`src/rtl/trig_pwm3_pkg.sv`:
```
package trig_pwm3_pkg;
   typedef enum logic [1:0] {
      EDGE_NONE = 2'b00,
      EDGE_RISE = 2'b01,
      EDGE_FALL = 2'b10,
      EDGE_BOTH = 2'b11
   } edge_sel_e;

   localparam int CTRL_ADDR    = 0;
   localparam int PERIOD_ADDR  = 1;
   localparam int FIRST_W_ADDR = 2;
endpackage

```
`src/rtl/trig_pwm3_edge.sv`:
```
module trig_pwm3_edge
   import trig_pwm3_pkg::*;
#(
   parameter int SYNC_STAGES = 2
) (
   input  logic      clk,
   input  logic      rst_n,
   input  logic      pin,
   input  edge_sel_e sel,
   output logic      edge_o
);
   logic [SYNC_STAGES:0] sh;
   logic synced, prev, rise, fall;

   generate
      if (SYNC_STAGES < 2) begin : g_bad_sync
         $error("SYNC_STAGES must be at least 2");
      end
   endgenerate

   always_ff @(posedge clk or negedge rst_n) begin
      if (!rst_n) sh <= '0;
      else        sh <= {sh[SYNC_STAGES-1:0], pin};
   end

   assign synced = sh[SYNC_STAGES-1];
   assign prev   = sh[SYNC_STAGES];
   assign rise   = synced & ~prev;
   assign fall   = ~synced & prev;

   always_comb begin
      unique case (sel)
         EDGE_RISE: edge_o = rise;
         EDGE_FALL: edge_o = fall;
         EDGE_BOTH: edge_o = rise | fall;
         default:   edge_o = 1'b0;
      endcase
   end

   // the "none" selection never yields a trigger
   p_no_edge_off_r4: assert property (@(posedge clk) disable iff (!rst_n)
      (sel == EDGE_NONE) |-> !edge_o);
   // a trigger is reported only after the synchronized level has changed
   p_edge_needs_change_r4: assert property (@(posedge clk) disable iff (!rst_n)
      edge_o |=> $past(synced) != $past(prev));
endmodule

```
`src/rtl/trig_pwm3_regs.sv`:
```
module trig_pwm3_regs
   import trig_pwm3_pkg::*;
#(
   parameter int CNT_W  = 16,
   parameter int N_OUT  = 3,
   parameter int ADDR_W = 3
) (
   input  logic                        clk,
   input  logic                        rst_n,
   input  logic                        we,
   input  logic [ADDR_W-1:0]           addr,
   input  logic [CNT_W-1:0]            wdata,
   input  logic                        load_req,
   input  logic [CNT_W-1:0]            cnt,
   output logic                        run,
   output edge_sel_e                   sel,
   output logic [CNT_W-1:0]            act_per,
   output logic [N_OUT-1:0][CNT_W-1:0] act_w,
   output logic [CNT_W-1:0]            rdata
);
   localparam logic [ADDR_W-1:0] A_CTRL = ADDR_W'(CTRL_ADDR);
   localparam logic [ADDR_W-1:0] A_PER  = ADDR_W'(PERIOD_ADDR);
   localparam logic [ADDR_W-1:0] A_W0   = ADDR_W'(FIRST_W_ADDR);
   localparam logic [ADDR_W-1:0] A_CNT  = ADDR_W'(FIRST_W_ADDR + N_OUT);

   logic [CNT_W-1:0]            stg_per;
   logic [N_OUT-1:0][CNT_W-1:0] stg_w;
   logic                        armed;
   logic                        arm_wr;

   assign arm_wr = we && (addr == A_W0);

   always_ff @(posedge clk or negedge rst_n) begin
      if (!rst_n) begin
         run     <= 1'b0;
         sel     <= EDGE_NONE;
         stg_per <= '0;
         stg_w   <= '0;
      end else if (we) begin
         if (addr == A_CTRL) begin
            run <= wdata[0];
            sel <= edge_sel_e'(wdata[2:1]);
         end
         if (addr == A_PER) stg_per <= wdata;
         for (int k = 0; k < N_OUT; k++)
            if (addr == ADDR_W'(FIRST_W_ADDR + k)) stg_w[k] <= wdata;
      end
   end

   always_ff @(posedge clk or negedge rst_n) begin
      if (!rst_n) begin
         armed   <= 1'b0;
         act_per <= '0;
         act_w   <= '0;
      end else begin
         if (load_req && armed) begin
            act_per <= stg_per;
            act_w   <= stg_w;
         end
         if (arm_wr)        armed <= 1'b1;
         else if (load_req) armed <= 1'b0;
      end
   end

   always_comb begin
      rdata = '0;
      if (addr == A_CTRL) rdata = CNT_W'({sel, run});
      if (addr == A_PER)  rdata = stg_per;
      for (int k = 0; k < N_OUT; k++)
         if (addr == ADDR_W'(FIRST_W_ADDR + k)) rdata = stg_w[k];
      if (addr == A_CNT)  rdata = cnt;
   end

   // an unarmed block keeps its active compare set
   p_hold_unarmed_r3: assert property (@(posedge clk) disable iff (!rst_n)
      !armed |=> $stable(act_per) && $stable(act_w));
   // an armed boundary transfers the staged period and drops the arm
   p_arm_consumed_r3: assert property (@(posedge clk) disable iff (!rst_n)
      (load_req && armed && !arm_wr) |=> !armed && act_per == $past(stg_per));
endmodule

```
`src/rtl/trig_pwm3_cnt.sv`:
```
module trig_pwm3_cnt #(
   parameter int CNT_W = 16
) (
   input  logic             clk,
   input  logic             rst_n,
   input  logic             run,
   input  logic             cnt_en,
   input  logic             trig_edge,
   input  logic [CNT_W-1:0] period,
   output logic [CNT_W-1:0] cnt,
   output logic             running,
   output logic             load_req
);
   logic start, at_top, wrap;

   assign start    = run & trig_edge;
   assign at_top   = (cnt == period);
   assign wrap     = running & cnt_en & at_top & ~start;
   assign load_req = start | wrap;

   always_ff @(posedge clk or negedge rst_n) begin
      if (!rst_n) begin
         cnt     <= '0;
         running <= 1'b0;
      end else if (!run) begin
         cnt     <= '0;
         running <= 1'b0;
      end else if (start) begin
         cnt     <= '0;
         running <= 1'b1;
      end else if (running && cnt_en) begin
         cnt <= at_top ? '0 : cnt + 1'b1;
      end
   end

   // counter never passes the active period value
   p_cnt_in_range_r1: assert property (@(posedge clk) disable iff (!rst_n)
      cnt <= period);
   // counting step below the top
   p_step_r1: assert property (@(posedge clk) disable iff (!rst_n)
      (run && running && cnt_en && !trig_edge && cnt < period) |=> cnt == $past(cnt) + 1'b1);
   // wrap at the top
   p_wrap_r1: assert property (@(posedge clk) disable iff (!rst_n)
      (run && running && cnt_en && !trig_edge && cnt == period) |=> cnt == '0);
   // a qualifying edge starts from zero
   p_start_r5: assert property (@(posedge clk) disable iff (!rst_n)
      (run && trig_edge) |=> running && cnt == '0);
   // idle counter sits at zero
   p_idle_zero_r6: assert property (@(posedge clk) disable iff (!rst_n)
      !running |-> cnt == '0);
   // clearing run stops and clears
   p_stop_r8: assert property (@(posedge clk) disable iff (!rst_n)
      !run |=> !running && cnt == '0);
   // count enable low holds the value
   p_hold_r9: assert property (@(posedge clk) disable iff (!rst_n)
      (run && !trig_edge && !cnt_en) |=> $stable(cnt));
endmodule

```
`src/rtl/trig_pwm3.sv`:
```
module trig_pwm3
   import trig_pwm3_pkg::*;
#(
   parameter int CNT_W       = 16,
   parameter int N_OUT       = 3,
   parameter int ADDR_W      = 3,
   parameter int SYNC_STAGES = 2,
   parameter bit OUT_REG     = 1'b0
) (
   input  logic              clk,
   input  logic              rst_n,
   input  logic              reg_we,
   input  logic [ADDR_W-1:0] reg_addr,
   input  logic [CNT_W-1:0]  reg_wdata,
   output logic [CNT_W-1:0]  reg_rdata,
   input  logic              cnt_en,
   input  logic              trig_in,
   output logic [N_OUT-1:0]  pwm_out
);
   localparam int N_REGS = FIRST_W_ADDR + N_OUT + 1;

   generate
      if (CNT_W < 3) begin : g_bad_width
         $error("CNT_W must be at least 3");
      end
      if (N_OUT < 1) begin : g_bad_nout
         $error("N_OUT must be at least 1");
      end
      if ((1 << ADDR_W) < N_REGS) begin : g_bad_addr
         $error("ADDR_W too small for the register map");
      end
   endgenerate

   edge_sel_e                   sel;
   logic                        run, trig_edge, running, load_req;
   logic [CNT_W-1:0]            cnt, act_per;
   logic [N_OUT-1:0][CNT_W-1:0] act_w;
   logic [N_OUT-1:0]            hit;

   trig_pwm3_edge #(.SYNC_STAGES(SYNC_STAGES)) u_edge (
      .clk(clk), .rst_n(rst_n), .pin(trig_in), .sel(sel), .edge_o(trig_edge)
   );

   trig_pwm3_regs #(.CNT_W(CNT_W), .N_OUT(N_OUT), .ADDR_W(ADDR_W)) u_regs (
      .clk(clk), .rst_n(rst_n), .we(reg_we), .addr(reg_addr), .wdata(reg_wdata),
      .load_req(load_req), .cnt(cnt), .run(run), .sel(sel),
      .act_per(act_per), .act_w(act_w), .rdata(reg_rdata)
   );

   trig_pwm3_cnt #(.CNT_W(CNT_W)) u_cnt (
      .clk(clk), .rst_n(rst_n), .run(run), .cnt_en(cnt_en), .trig_edge(trig_edge),
      .period(act_per), .cnt(cnt), .running(running), .load_req(load_req)
   );

   generate
      for (genvar k = 0; k < N_OUT; k++) begin : g_cmp
         assign hit[k] = running & (cnt < act_w[k]);
         // zero width never drives the output
         p_zero_width_r2: assert property (@(posedge clk) disable iff (!rst_n)
            (act_w[k] == '0) |-> !hit[k]);
         // width beyond the period keeps the output on while running
         p_full_width_r2: assert property (@(posedge clk) disable iff (!rst_n)
            (running && act_w[k] > act_per) |-> hit[k]);
      end

      if (OUT_REG) begin : g_out_reg
         always_ff @(posedge clk or negedge rst_n) begin
            if (!rst_n) pwm_out <= '0;
            else        pwm_out <= hit;
         end
      end else begin : g_out_comb
         assign pwm_out = hit;
         // nothing active while idle
         p_idle_quiet_r6: assert property (@(posedge clk) disable iff (!rst_n)
            !running |-> pwm_out == '0);
      end
   endgenerate
endmodule

```
`config.mk`:
```
export PLATFORM = sky130hd
export DESIGN_NAME = trig_pwm3
export DESIGN_NICKNAME = d
export VERILOG_FILES = /design/src/rtl/trig_pwm3_pkg.sv /design/src/rtl/trig_pwm3_edge.sv /design/src/rtl/trig_pwm3_regs.sv /design/src/rtl/trig_pwm3_cnt.sv /design/src/rtl/trig_pwm3.sv
export SDC_FILE = /design/constraint.sdc
export NUM_CORES = 1
export LEC_CHECK = 0
export BUFFER_PORTS_ARGS = -buffer_cell sky130_fd_sc_hd__buf_2
export CORE_MARGIN = 5
export CORE_UTILIZATION = 45
export CTS_CLUSTER_SIZE = 12
export DETAILED_ROUTE_END_ITERATION = 8
export SYNTH_ARGS = -nofsm -noshare
export SYNTH_HDL_FRONTEND = slang
export SYNTH_SLANG_ARGS = --single-unit
export TNS_END_PERCENT = 50
```
`constraint.sdc`:
```
create_clock -name clk -period 3.7 [get_ports clk]
set_input_delay 0.185 -clock clk [delete_from_list [all_inputs] [get_ports clk]]
set_output_delay 0.185 -clock clk [all_outputs]
set_load 0.05 [all_outputs]
```
==> results.tsv <==
metric	value	unit
cp.required	3.51	ns
critical_path_class	register to primary output	
ctsHtreeMaxLevel	4	
grtUsageTotal	0.2423	
slowest_delay	0.63	ns
die_w	159.2	microns
dieArea	0.02536	sq mm
yosysSeqAreaShare	0.3795	
min_from	reg_wdata[6]	
critical_path.cell_chain	ha_1, a21o_1, a211oi_1, o31ai_1, a211oi_1, buf_2	
fin_worst_skew	0.01324	ns
initial_utilization	0.4578	
synth_fp_nets	1148	
first_pass_iters	5	
irDropWorstVdd	0.3620	mV
numCtsBuffers	17	
crit_fanout	9	
worst_pin_slew	1.101	ns
whs_path_depth	2	
grt_first_pass_wirelength	49.78	mm
grt-ovfl-total	0	
clk_path_buf_depth	2	
grt_pass1_vias	8601	
place.detailed.hpwl	20.48	mm
leakage	5.052	nW
io_buffers	42	
reg2reg_depth	8	
synthFlopType	dfrtp_1	
cts-resized-gates	0	
drt-total-wl	31.20	mm
netlist-cell-type-count	48	
slowest_stage	dfrtp_1	
startpoint	u_cnt.cnt[1]$_DFFE_PN0P_	
fin_ws	0.7990	ns
setup_viol	0	
avgSynthCellArea	9.314	sq um
viasPerCell	6.567	
reg2reg_from	u_edge.sh[1]$_DFF_PN0_	
clk-insertion-delay-late	0.43	ns
clockRootBuffer	clkbuf_16	
drtIter0Drc	911	
nNetsFinal	1140	
fin_crit	2.901	ns
syn_inst	1076	
ioPinCount	43	
cts_tree	yes	
slew_headroom	0.2634	
cp_common_cell	a211oi_1	
hold_class	input port to register	
dp_slack	0.9494	ns
clkTransAtPathRegs	0.07	ns
mostFrequentLayoutCell	dfrtp_1	
crit_path_end_kind	primary output	
setup-tns-final	0	ns
yosys.area.top_type_share	0.3795	
die_h	159.2	microns
status	finished clean	
crit_arrival	2.72	ns
drv_cap	0	
drv_slew	0	
drc	0	
pwr_density_cell	503.0	mW/mm^2
critPathLaunchType	register	
numClockSinks	152	
routedWlPerCell	22.94	microns
num_vias	8931	
rows	54	
final_cell_mix	151 x dfrtp_1, 85 x nand3_1, 84 x nand2_1, 73 x a211oi_1, 65 x nor2_1	
grt_max_degree	105	
synth_area	0.01002	sq mm
antenna_found_initial	0	
synth-async-reset-ratio	1.000	
synth_edf_count	0	
num_antenna_cells	0	
core	0.02189	sq mm
gp_congestion	0.8261	
ys_ff_latch	152	
rsz0062_at_grt	no	
antenna_left	0	
yosys.area.top_type	dfrtp_1	
holdWs	0.02200	ns
synthTopCellsByArea	dfrtp_1 38%, mux2_2 6.6%, ha_1 6.0%	
max_freq	0.3447	GHz
synth_warnings	0	
hold_viol_final	0	
timing.reg2reg.setup_slack	0.89	ns
area_growth	11.45	%
drive_above_1_share	0.1620	
period_share	0.7840	
registers in the layout (all words and copies together) (netlist names):
name and count:
u_cnt.cnt 16, u_cnt.running 1, u_edge.sh 3, u_regs.armed 1
u_regs.sel 2, u_regs.stg_w 48, u_regs.run 1, u_regs.act_w 48
u_regs.stg_per 16, u_regs.act_per 16
layer usage:
metal | GRT usage | vias up | wire [microns]
li1 | - | 4105 | -
met2 | 0.3563 | 324 | 13700
met4 | 0.06243 | 0 | 542
met5 | 0 | - | 0
met1 | 0.3542 | 4468 | 14540
met3 | 0.06498 | 34 | 2417
metrics by stage:
step / power [mW] / std cells / cell area, sq um / util
6_report: 5.619 / 1360 / 11170 / 0.5102
5_1_grt: 5.907 / 1360 / 11170 / 0.5102
4_1_cts: 5.620 / 1360 / 11170 / 0.5102
3_5_place_dp: 3.764 / 1325 / 10530 / 0.4809
3_3_place_gp: 3.750 / 1325 / 10530 / 0.4809
2_1_floorplan: 3.207 / 1076 / 10020 / -
path summary, 6_finish.rpt:
check,to
max,pwm_out[0]
min,u_regs.stg_w[38]$_DFFE_PN0P_
max reg2reg,u_regs.act_per[15]$_DFFE_PN0P_
min reg2reg,u_edge.sh[2]$_DFF_PN0_
max in group asynchronous,u_regs.act_per[12]$_DFFE_PN0P_
min in group asynchronous,u_regs.act_w[17]$_DFFE_PN0P_
worst max-delay path: cells and delay by family (launching register included):
kind            cells  cell delay, ns
buf+inv             1            0.32
flops               1            0.63
fa+ha+maj           1            0.32
compound gates      4            1.02
power by group:
part | internal [mW] | total (mW) | switching [mW]
Sequential | 1.85 | 2.13 | 0.280
Clock | 1.03 | 1.86 | 0.828
Combinational | 0.564 | 1.63 | 1.06
kinds of logic after synthesis:
group | Yosys count | synth area share
simple gates | 316 | 0.1537
compound gates | 287 | 0.2235
buf+inv | 157 | 0.05968
flops | 152 | 0.3795
mux | 100 | 0.1097
fa+ha+maj | 48 | 0.05993
xor+xnor | 16 | 0.01398
what timing repair did:
| item | CTS | global route |
|---|---|---|
| hold buffers | 4 | 0 |
| setup buffers | 0 | 0 |
| endpoints found under the setup margin | 0 | 0 |
| hold endpoints to repair | 87 | 0 |
Yosys cell counts, drive strengths merged, types with 6 or more instances:
library cell / count
o21ai: 9
clkbuf: 87
nand2b: 8
nor2: 66
a31oi: 14
a22oi: 13
nor3: 9
nor2b: 25
a211oi: 73
inv: 55
o22ai: 17
dfrtp: 152
or3: 6
buf: 15
nand3: 85
a21oi: 9
a21o: 12
o311ai: 64
nand4: 8
nand2: 85
mux2i: 21
nor4: 8
mux2: 79
ha: 48
a311oi: 64
xor2: 16
cell type report:
class,instances,area [sq um]
fillers,2040,10720
multi-input cells,767,5653
repair buffers,75,549.3
inverters,55,206.4
clock inverters,14,177.7
clock buffers,17,425.4
well taps,280,350.3
flip-flops and latches,152,3807
Note: power is estimated with default switching activity, not from simulation.
